`config.mk`:
```
export PLATFORM = sky130hd
export DESIGN_NAME = cc_channel
export DESIGN_NICKNAME = d
export VERILOG_FILES = /design/src/rtl/cc_pkg.sv /design/src/rtl/cc_ctrl.sv /design/src/rtl/cc_dp.sv /design/src/rtl/cc_channel.sv
export SDC_FILE = /design/constraint.sdc
export NUM_CORES = 1
export LEC_CHECK = 0
export BUFFER_PORTS_ARGS = -buffer_cell sky130_fd_sc_hd__buf_4
export CORE_UTILIZATION = 35
export DETAILED_ROUTE_END_ITERATION = 12
export PLACE_DENSITY = 0.54
export SYNTH_ARGS = -nofsm -noshare
export SYNTH_HDL_FRONTEND = slang
export SYNTH_HIERARCHICAL = 1
export SYNTH_SLANG_ARGS = --single-unit
```
`constraint.sdc`:
```
create_clock -name clk -period 3.15 [get_ports clk]
set_input_delay 0.63 -clock clk [delete_from_list [all_inputs] [get_ports clk]]
set_output_delay 0.63 -clock clk [all_outputs]
set_load 0.01 [all_outputs]
```
`src/rtl/cc_pkg.sv`:
```
package ccPkg;
  localparam int unsigned CTL_W = 16;

  typedef enum logic [2:0] {
    OUT_SW      = 3'd0,
    OUT_SET     = 3'd1,
    OUT_TGL_RST = 3'd2,
    OUT_SET_RST = 3'd3,
    OUT_TGL     = 3'd4,
    OUT_RST     = 3'd5,
    OUT_TGL_SET = 3'd6,
    OUT_RST_SET = 3'd7
  } outMode_t;

  // Control word, MSB first
  typedef struct packed {
    logic       loadOnPeriod; // 15
    logic       hiZ;          // 14
    logic       latchedIn;    // 13 read-only
    logic       ovfFlag;      // 12
    logic       evtFlag;      // 11
    logic       outBit;       // 10
    logic       irqEn;        // 9
    outMode_t   outMode;      // 8:6
    logic       capMode;      // 5
    logic       syncCap;      // 4
    logic [1:0] srcSel;       // 3:2
    logic [1:0] edgeSel;      // 1:0
  } ctlReg_t;

  typedef struct packed {
    logic capture;
    logic ownMatch;
    logic perMatch;
    logic loadLatch;
    logic ccrRead;
    logic ccrWrite;
    logic ctlWrite;
  } strobes_t;
endpackage

```
`src/rtl/cc_ctrl.sv`:
```
module cc_ctrl
  import ccPkg::*;
#(
  parameter int CNT_W = 16
) (
  input  logic             clk,
  input  logic             rstN,
  input  logic             capMode,
  input  logic             syncCap,
  input  logic [1:0]       srcSel,
  input  logic [1:0]       edgeSel,
  input  logic             loadOnPeriod,
  input  logic             capInA,
  input  logic             capInB,
  input  logic             tick,
  input  logic             periodMatch,
  input  logic [CNT_W-1:0] counterVal,
  input  logic             counterIsEq,
  input  logic             regWrEn,
  input  logic             regRdEn,
  input  logic             regAddr,
  output strobes_t         stb,
  output logic             syncedIn
);
  logic       selIn;
  logic [1:0] syncQ;
  logic       prevIn;
  logic       pendCap;
  logic       riseSeen, fallSeen, edgeHit, capGo;

  always_comb begin
    case (srcSel)
      2'b00:   selIn = capInA;
      2'b01:   selIn = capInB;
      2'b10:   selIn = 1'b0;
      default: selIn = 1'b1;
    endcase
  end

  always_ff @(posedge clk) begin
    if (!rstN) begin
      syncQ   <= '0;
      prevIn  <= 1'b0;
      pendCap <= 1'b0;
    end else begin
      syncQ   <= {syncQ[0], selIn};
      prevIn  <= syncQ[1];
      pendCap <= capMode & syncCap & (edgeHit | pendCap) & ~capGo;
    end
  end

  assign riseSeen = syncQ[1] & ~prevIn;
  assign fallSeen = ~syncQ[1] & prevIn;
  assign edgeHit  = capMode & ((edgeSel[0] & riseSeen) | (edgeSel[1] & fallSeen));
  assign capGo    = capMode & (edgeHit | pendCap) & (tick | ~syncCap);
  assign syncedIn = syncQ[1];

  always_comb begin
    stb.capture   = capGo;
    stb.ownMatch  = ~capMode & tick & counterIsEq;
    stb.perMatch  = periodMatch;
    stb.loadLatch = loadOnPeriod ? periodMatch : (tick & (counterVal == '0));
    stb.ccrRead   = regRdEn & regAddr;
    stb.ccrWrite  = regWrEn & regAddr;
    stb.ctlWrite  = regWrEn & ~regAddr;
  end
endmodule

```
`src/rtl/cc_dp.sv`:
```
module cc_dp
  import ccPkg::*;
#(
  parameter int CNT_W = 16,
  parameter bit DBUF  = 1'b1
) (
  input  logic             clk,
  input  logic             rstN,
  input  strobes_t         stb,
  input  logic [CNT_W-1:0] counterVal,
  input  logic             syncedIn,
  input  logic             regAddr,
  input  logic [CTL_W-1:0] regWrData,
  output logic [CTL_W-1:0] regRdData,
  output ctlReg_t          ctl,
  output logic             counterIsEq,
  output logic             outVal,
  output logic             eqStrobe
);
  ctlReg_t          wrCtl;
  logic [CNT_W-1:0] ccr;
  logic [CNT_W-1:0] cmpValue;
  logic             unread;
  logic             nextOut;
  logic [CTL_W-1:0] rdCcr;

  assign wrCtl = ctlReg_t'(regWrData);

  always_ff @(posedge clk) begin
    if (!rstN) begin
      ctl      <= '0;
      ccr      <= '0;
      unread   <= 1'b0;
      outVal   <= 1'b0;
      eqStrobe <= 1'b0;
    end else begin
      if (stb.ctlWrite) begin
        ctl           <= wrCtl;
        ctl.latchedIn <= ctl.latchedIn;
      end
      if (stb.capture) begin
        ccr         <= counterVal;
        ctl.evtFlag <= 1'b1;
        if (unread) ctl.ovfFlag <= 1'b1;
        unread      <= 1'b1;
      end else begin
        if (stb.ccrWrite) ccr <= regWrData[CNT_W-1:0];
        if (stb.ccrRead)  unread <= 1'b0;
      end
      if (stb.ownMatch) begin
        ctl.evtFlag   <= 1'b1;
        ctl.latchedIn <= syncedIn;
      end
      eqStrobe <= stb.ownMatch;
      outVal   <= nextOut;
    end
  end

  generate
    if (DBUF) begin : gLatch
      logic [CNT_W-1:0] latchQ;
      always_ff @(posedge clk) begin
        if (!rstN)              latchQ <= '0;
        else if (stb.loadLatch) latchQ <= ccr;
      end
      assign cmpValue = latchQ;
    end else begin : gDirect
      assign cmpValue = ccr;
    end
  endgenerate

  assign counterIsEq = (counterVal == cmpValue);

  always_comb begin
    nextOut = outVal;
    case (ctl.outMode)
      OUT_SW:      nextOut = ctl.outBit;
      OUT_SET:     if (stb.ownMatch) nextOut = 1'b1;
      OUT_TGL_RST: begin
        if (stb.ownMatch) nextOut = ~outVal;
        if (stb.perMatch) nextOut = 1'b0;
      end
      OUT_SET_RST: begin
        if (stb.ownMatch) nextOut = 1'b1;
        if (stb.perMatch) nextOut = 1'b0;
      end
      OUT_TGL:     if (stb.ownMatch) nextOut = ~outVal;
      OUT_RST:     if (stb.ownMatch) nextOut = 1'b0;
      OUT_TGL_SET: begin
        if (stb.ownMatch) nextOut = ~outVal;
        if (stb.perMatch) nextOut = 1'b1;
      end
      OUT_RST_SET: begin
        if (stb.ownMatch) nextOut = 1'b0;
        if (stb.perMatch) nextOut = 1'b1;
      end
      default:     nextOut = outVal;
    endcase
  end

  always_comb begin
    rdCcr = '0;
    rdCcr[CNT_W-1:0] = ccr;
    regRdData = regAddr ? rdCcr : CTL_W'(ctl);
  end
endmodule

```
`src/rtl/cc_channel.sv`:
```
module cc_channel
  import ccPkg::*;
#(
  parameter int CNT_W = 16,
  parameter bit DBUF  = 1'b1
) (
  input  logic             clk,
  input  logic             rstN,
  input  logic             regWrEn,
  input  logic             regRdEn,
  input  logic             regAddr,
  input  logic [CTL_W-1:0] regWrData,
  output logic [CTL_W-1:0] regRdData,
  input  logic [CNT_W-1:0] counterVal,
  input  logic             tick,
  input  logic             periodMatch,
  input  logic             capInA,
  input  logic             capInB,
  output logic             outPin,
  output logic             outOe,
  output logic             eqStrobe,
  output logic             irq
);
  strobes_t stb;
  ctlReg_t  cfg;
  logic     counterIsEq;
  logic     syncedIn;
  logic     outVal;

  cc_ctrl #(.CNT_W(CNT_W)) u_ctrl (
    .clk(clk), .rstN(rstN),
    .capMode(cfg.capMode), .syncCap(cfg.syncCap), .srcSel(cfg.srcSel),
    .edgeSel(cfg.edgeSel), .loadOnPeriod(cfg.loadOnPeriod),
    .capInA(capInA), .capInB(capInB), .tick(tick), .periodMatch(periodMatch),
    .counterVal(counterVal), .counterIsEq(counterIsEq),
    .regWrEn(regWrEn), .regRdEn(regRdEn), .regAddr(regAddr),
    .stb(stb), .syncedIn(syncedIn)
  );

  cc_dp #(.CNT_W(CNT_W), .DBUF(DBUF)) u_dp (
    .clk(clk), .rstN(rstN), .stb(stb), .counterVal(counterVal),
    .syncedIn(syncedIn), .regAddr(regAddr), .regWrData(regWrData),
    .regRdData(regRdData), .ctl(cfg), .counterIsEq(counterIsEq),
    .outVal(outVal), .eqStrobe(eqStrobe)
  );

  assign outPin = outVal;
  assign outOe  = ~cfg.hiZ;
  assign irq    = cfg.evtFlag & cfg.irqEn;
endmodule

```
==> out/metrics.csv, run 1 <==
metric,value,unit
synth_warnings,6,
cap_violations,0,
first_pass_iters,4,
tightest_slew,501.6,ps
gp_congestion,0.7338,
area_delta_synth_final,21.93,%
post_cts.repair.setup_buffers,0,
h-tree-depth,2,
min_period,2421,ps
post-route-period-util,0.7687,
slew_viol_final,0,
clock_path_buffers,2,
async_reset_ff_frac,0,
track_usage,0.1632,
synth_edf_count,0,
drc,0,
rsz0062_at_grt,false,
synth_top_area_frac,0.3978,
crit_path_cell_trace,"buf_4, xnor2_1, nand4_1, nor4_1, nand2_1, nor2_1, inv_1, ha_1, mux2_1, o211a_1, o211a_1",
crit_slowest_cell,ha_1,
max_stage_delay,310,ps
synthMostInstantiatedCell,dfxtp_1,
ys_seq_elements,55,
reg2regPathDepth,10,
drive_above_1_share,0.2836,
tritoncts.num_buffers,5,
yosys-top-cells-area,"dfxtp_1, mux2i_1, nor2b_1",
required,3350,ps
setup_slack,728.7,ps
regArea,1101,um2
die_x,90.93,um
cts_resized,0,
fin_nets,378,
syn-cell-area,2768,um2
worstSetupPathType,in2reg,
worst-path-max-fanout,3,
r2r_end,u_dp/outVal,
max-vdd-ir-drop,0.0001665,V
synth_fp_nets,324,
ant_nets,0,
rows,32,
synth-seq-area-share,0.3978,
worstSetupStartpointType,input pin,
antenna_found_initial,0,
whs_endpoint,u_ctrl/syncQ[1],
hold_buffers,0,
status,"finished, final reports clean",
overflow,0,
vias,2043,
hpwl,4.507,mm
min_path_cells,1,
antenna-diode-count,0,
synthTopCellsByCount,"dfxtp_1, mux2i_1, nor2b_1",
cts-root-buf,clkbuf_8,
setup_viol,0,
hp-class,reg2reg,
cts_tree,built,
critPathTopFamily,simple AND/OR/NAND/NOR gates,
yosysTopAreaCell,dfxtp_1,
die_y,90.93,um
cts_sinks,55,
fmax,413.0,MHz
slew_headroom,0.6656,
endpoint_kind,flop,
wire_per_inst,14.50,um
grt_pass1_wl,10.56,mm
grt_pass1_vias,2051,
crit_buf_inv,2,
grt_max_degree,56,
num_io_pins,61,
synthCells,281,
drtIter0Drc,62,
io_buffer_count,60,
fillers,764,
leakage,1.303,nW
design.die.area,8267,um2
timing.hold.ws,441.8,ps
synth.distinct_cells,32,
syn_avg_cell_area,9.849,um2
core,7687,um2
critPathArrivalTime,2630,ps
path_clk_slew,90,ps
r2r_start,u_dp/cmpValue[15],
path_common_cell,o211a_1,
clk_latency,300,ps
min-delay-start,u_ctrl/syncQ[0],
multi_input_area,1551,um2
power_density,395.9,nW/um2
total_power,1.336,mW
wl,6.338,mm
rrSetupSlack,830,ps
vias_per_cell,4.675,
ys.flop_type,dfxtp_1,
start_util,0.3600,
tns,0,ps
pre_cts_slack,419.1,ps
skew,4.723,ps
hold_violations,0,
how the worst max path moves through the flow:
stage	cells past startpoint	slack, ps	from	endpoint
2_1_floorplan	10	620	counterVal[11]	u_dp/outVal
3_3_place_gp	11	410	counterVal[15]	u_dp/outVal
3_5_place_dp	11	420	counterVal[11]	u_dp/outVal
4_1_cts	11	740	counterVal[11]	u_dp/outVal
5_1_grt	11	590	counterVal[15]	u_dp/outVal
6_report	11	730	counterVal[15]	u_dp/outVal
layer usage:
layer,vias to the layer above,track usage,share of wire
met4,0,0.03968,0.0073
met5,-,0,0
met2,51,0.2506,0.45
met1,933,0.2347,0.49
li1,1055,-,-
met3,4,0.03030,0.044
area by class of cell:
class,instances,area share
inverter,3,0.003337
tap,102,0.03782
sequential,55,0.3263
multi-input combinational,204,0.4598
clock inverter,1,0.001483
clock buffer,6,0.02447
timing repair buffer,66,0.1468
power breakdown:
group / switching, mW / internal (mW)
sequential: 0.0191 / 0.719
combinational: 0.0878 / 0.114
clock: 0.222 / 0.173
worst register-to-register path: stages, from the launching register on:
cell and delay [ps]:
dfxtp_1 330, xnor2_1 210, nand4_1 100, nor4_1 280
nand2_1 90, nor2_1 120, inv_1 80, ha_1 310
mux2_1 300, o211a_1 200, o211a_1 200
layout by cell type (no fill, tap or decap), drive strengths merged:
| cell | count |
|---|---|
| buf | 66 |
| dfxtp | 55 |
| mux2i | 48 |
| nor2b | 33 |
| nand2 | 22 |
| and2 | 22 |
| o21ai | 18 |
| mux2 | 18 |
| xnor2 | 16 |
| clkbuf | 6 |
| nor4 | 5 |
| nand4 | 4 |
| inv | 3 |
| nor2 | 3 |
| nand3 | 2 |
| o211a | 2 |
| ha | 2 |
| and3b | 2 |
| a21boi | 2 |
| clkinv | 1 |
| o31ai | 1 |
| nand3b | 1 |
| or3b | 1 |
| o31a | 1 |
| o21a | 1 |
state kept, by name, indices dropped and copies added, names as in the netlist:
signal	cells
u_ctrl/pendCap	1
u_ctrl/prevIn	1
u_ctrl/syncQ	2
u_dp/ccr	16
u_dp/cmpValue	16
u_dp/ctl	16
u_dp/eqStrobe	1
u_dp/outVal	1
u_dp/unread	1
kinds of logic after synthesis:
| family | share of synthesized area |
|---|---|
| XOR/XNOR | 0.05063 |
| AND/OR/NAND/NOR | 0.1953 |
| AO/OA/AOI/OAI | 0.05561 |
| multiplexers | 0.2468 |
| buffers and inverters | 0.04475 |
| flip-flops | 0.3978 |
| adder cells (fa/ha/maj) | 0.009040 |
through the flow:
stage / util / instances / instance area, um2
2_1_floorplan: - / 281 / 2768
3_3_place_gp: 0.4276 / 430 / 3287
3_5_place_dp: 0.4276 / 430 / 3287
4_1_cts: 0.4390 / 437 / 3374
5_1_grt: 0.4390 / 437 / 3374
6_report: 0.4390 / 437 / 3374
Power figures use the tool's default switching activity.
==> inputs of run 2 (changes only) <==
--- a/config.mk
+++ b/config.mk
@@ -8,7 +8,7 @@
 export BUFFER_PORTS_ARGS = -buffer_cell sky130_fd_sc_hd__buf_4
 export CORE_UTILIZATION = 35
 export DETAILED_ROUTE_END_ITERATION = 12
-export PLACE_DENSITY = 0.54
+export PLACE_DENSITY = 0.56
 export SYNTH_ARGS = -nofsm -noshare
 export SYNTH_HDL_FRONTEND = slang
 export SYNTH_HIERARCHICAL = 1
==> constraint.sdc (replaced) <==
create_clock -name clk -period 2 [get_ports clk]
set_input_delay 0.4 -clock clk [delete_from_list [all_inputs] [get_ports clk]]
set_output_delay 0.4 -clock clk [all_outputs]
set_load 0.01 [all_outputs]
==> out/metrics.csv, run 2 (same netlist as run 1, synthesis figures left out) <==
metric,value,unit,change
rows,32,,unchanged
worst-path-max-fanout,2,,-1
dp_cells,449,,+4.4%
rsz0062_at_grt,true,,
h-tree-depth,2,,unchanged
path_clk_slew,100,ps,about the same
stdcell_area,3690,um2,+9.3%
critPathArrivalTime,2360,ps,-270 ps
die_x,90.93,um,unchanged
start_util,0.3600,,unchanged
cts-root-buf,clkbuf_8,,
cap_violations,0,,unchanged
crit_slowest_cell,dfxtp_2,,
hp-class,in2reg,,
num_io_pins,61,,unchanged
gp_congestion,0.7305,,-0.45%
worstSetupStartpointType,flop,,
antenna-diode-count,0,,unchanged
r2r_start,u_dp/cmpValue[11],,
final_cell_mix,"buf_4, dfxtp_1, mux2i_1",,
fin_nets,398,,+5.3%
min_period,2149,ps,
skew,7.933,ps,+3.210 ps
critPathCapture,u_dp/outVal,,
endpoint_kind,flop,,
violations,setup timing,,
cts_tree,built,,
design.die.area,8267,um2,unchanged
drive_above_1_share,0.3876,,+0.1041
drc,0,,unchanged
post-route-period-util,1.075,,
dpl_cell_area,3506,um2,+6.7%
area_delta_synth_final,33.32,%,
vias_per_cell,4.668,,-0.15%
cp-startpoint,u_dp/cmpValue[11],,
tns,-149.3,ps,-149.3 ps
grt_pass1_vias,2046,,-0.24%
slew_headroom,0.6702,,+0.004614
total_power,2.297,mW,+72%
path_common_cell,o211a_1,,
r2r_end,u_dp/outVal,,
setup_slack,-149.3,ps,-877.9 ps
worstSetupPathType,reg2reg,,
grt_pass1_wl,10.48,mm,-0.72%
wire_per_inst,14.71,um,+1.4%
stdcell_count,458,,+4.8%
drtIter0Drc,120,,+94%
hold_buffers,0,,unchanged
tritoncts.num_buffers,5,,unchanged
max-vdd-ir-drop,0.0004355,V,+160%
setup_viol,1,,+1
first_pass_iters,4,,unchanged
antenna_found_initial,0,,unchanged
reg2regPathDepth,10,,unchanged
fmax,465.3,MHz,
slew_viol_final,0,,unchanged
cts_sinks,55,,unchanged
power_density,622.6,nW/um2,+57%
leakage,1.477,nW,+13%
grt_max_degree,56,,unchanged
hpwl,4.812,mm,+6.8%
rrSetupSlack,-150,ps,-980 ps
tightest_slew,494.7,ps,-6.922 ps
wl,6.738,mm,+6.3%
core,7687,um2,unchanged
io_buffer_count,60,,unchanged
die_y,90.93,um,unchanged
track_usage,0.1649,,+0.001661
clk_latency,310,ps,about the same
vias,2138,,+4.7%
required,2210,ps,-1140 ps
ant_nets,0,,unchanged
crit_path_cell_trace,"xnor2_2, nand4_1, nor4_1, nand2_1, nor2_2, inv_2, ha_4, mux2_4, o211a_1, o211a_1",,
final_common_cell,buf_4,,
max_stage_delay,350,ps,+40 ps
overflow,0,,unchanged
hold_violations,0,,unchanged
status,finished with violations,,
clock_path_buffers,2,,unchanged
[run 2: critical path, delay by kind of cell, from the launching register on]
family	cells	cell delay, ps
multiplexers	1	250
AO/OA/AOI/OAI	2	400
buffers and inverters	1	60
XOR/XNOR	1	150
AND/OR/NAND/NOR	4	630
flip-flops	1	350
adder cells (fa/ha/maj)	1	210
[run 2: repair_timing]
item	CTS	global route
pin swaps	12	0
buffers inserted	1	0
endpoints found under the setup margin	1	1
cloned	0	0
gates resized for setup	14	0
[run 2: power breakdown]
| part | total (mW) | switching (mW) | internal (mW) |
|---|---|---|---|
| Sequential | 1.16 | 0.0314 | 1.13 |
| Combinational | 0.363 | 0.150 | 0.213 |
| Clock | 0.770 | 0.364 | 0.406 |
[run 2: layout make-up]
class,count,area (um2)
timing repair buffer,86,670.6
fill,779,3998
clock inverter,2,35.03
multi-input combinational,204,1653
clock buffer,6,82.58
sequential,55,1110
tap,102,127.6
inverter,3,11.26
[run 2: layer usage]
| metal | up-vias | part of all wire | track usage |
|---|---|---|---|
| met4 | 0 | 0.0099 | 0.04365 |
| li1 | 1101 | - | - |
| met5 | - | 0 | 0 |
| met2 | 46 | 0.46 | 0.2677 |
| met1 | 984 | 0.48 | 0.2236 |
| met3 | 7 | 0.044 | 0.03114 |
[run 2: metrics by stage]
stage                     hold WS [ps]  setup WS, ps  utilization
after floorplan                  411.8        -198.7            -
after global placement           417.1        -440.6       0.4561
after detailed placement         417.7        -485.8       0.4561
after CTS                        340.9        -148.0       0.4800
after global routing             341.1        -311.7       0.4800
final                            348.1        -149.3       0.4800
[run 2: how the worst min path moves through the flow]
| stage | cells past startpoint | endpoint | from |
|---|---|---|---|
| after global routing | 3 | u_dp/ctl[9] | regWrData[9] |
| after detailed placement | 1 | u_ctrl/syncQ[1] | u_ctrl/syncQ[0] |
| final | 3 | u_dp/ctl[9] | regWrData[9] |
| after floorplan | 1 | u_ctrl/syncQ[1] | u_ctrl/syncQ[0] |
| after global placement | 1 | u_ctrl/syncQ[1] | u_ctrl/syncQ[0] |
| after CTS | 3 | u_dp/ctl[9] | regWrData[9] |
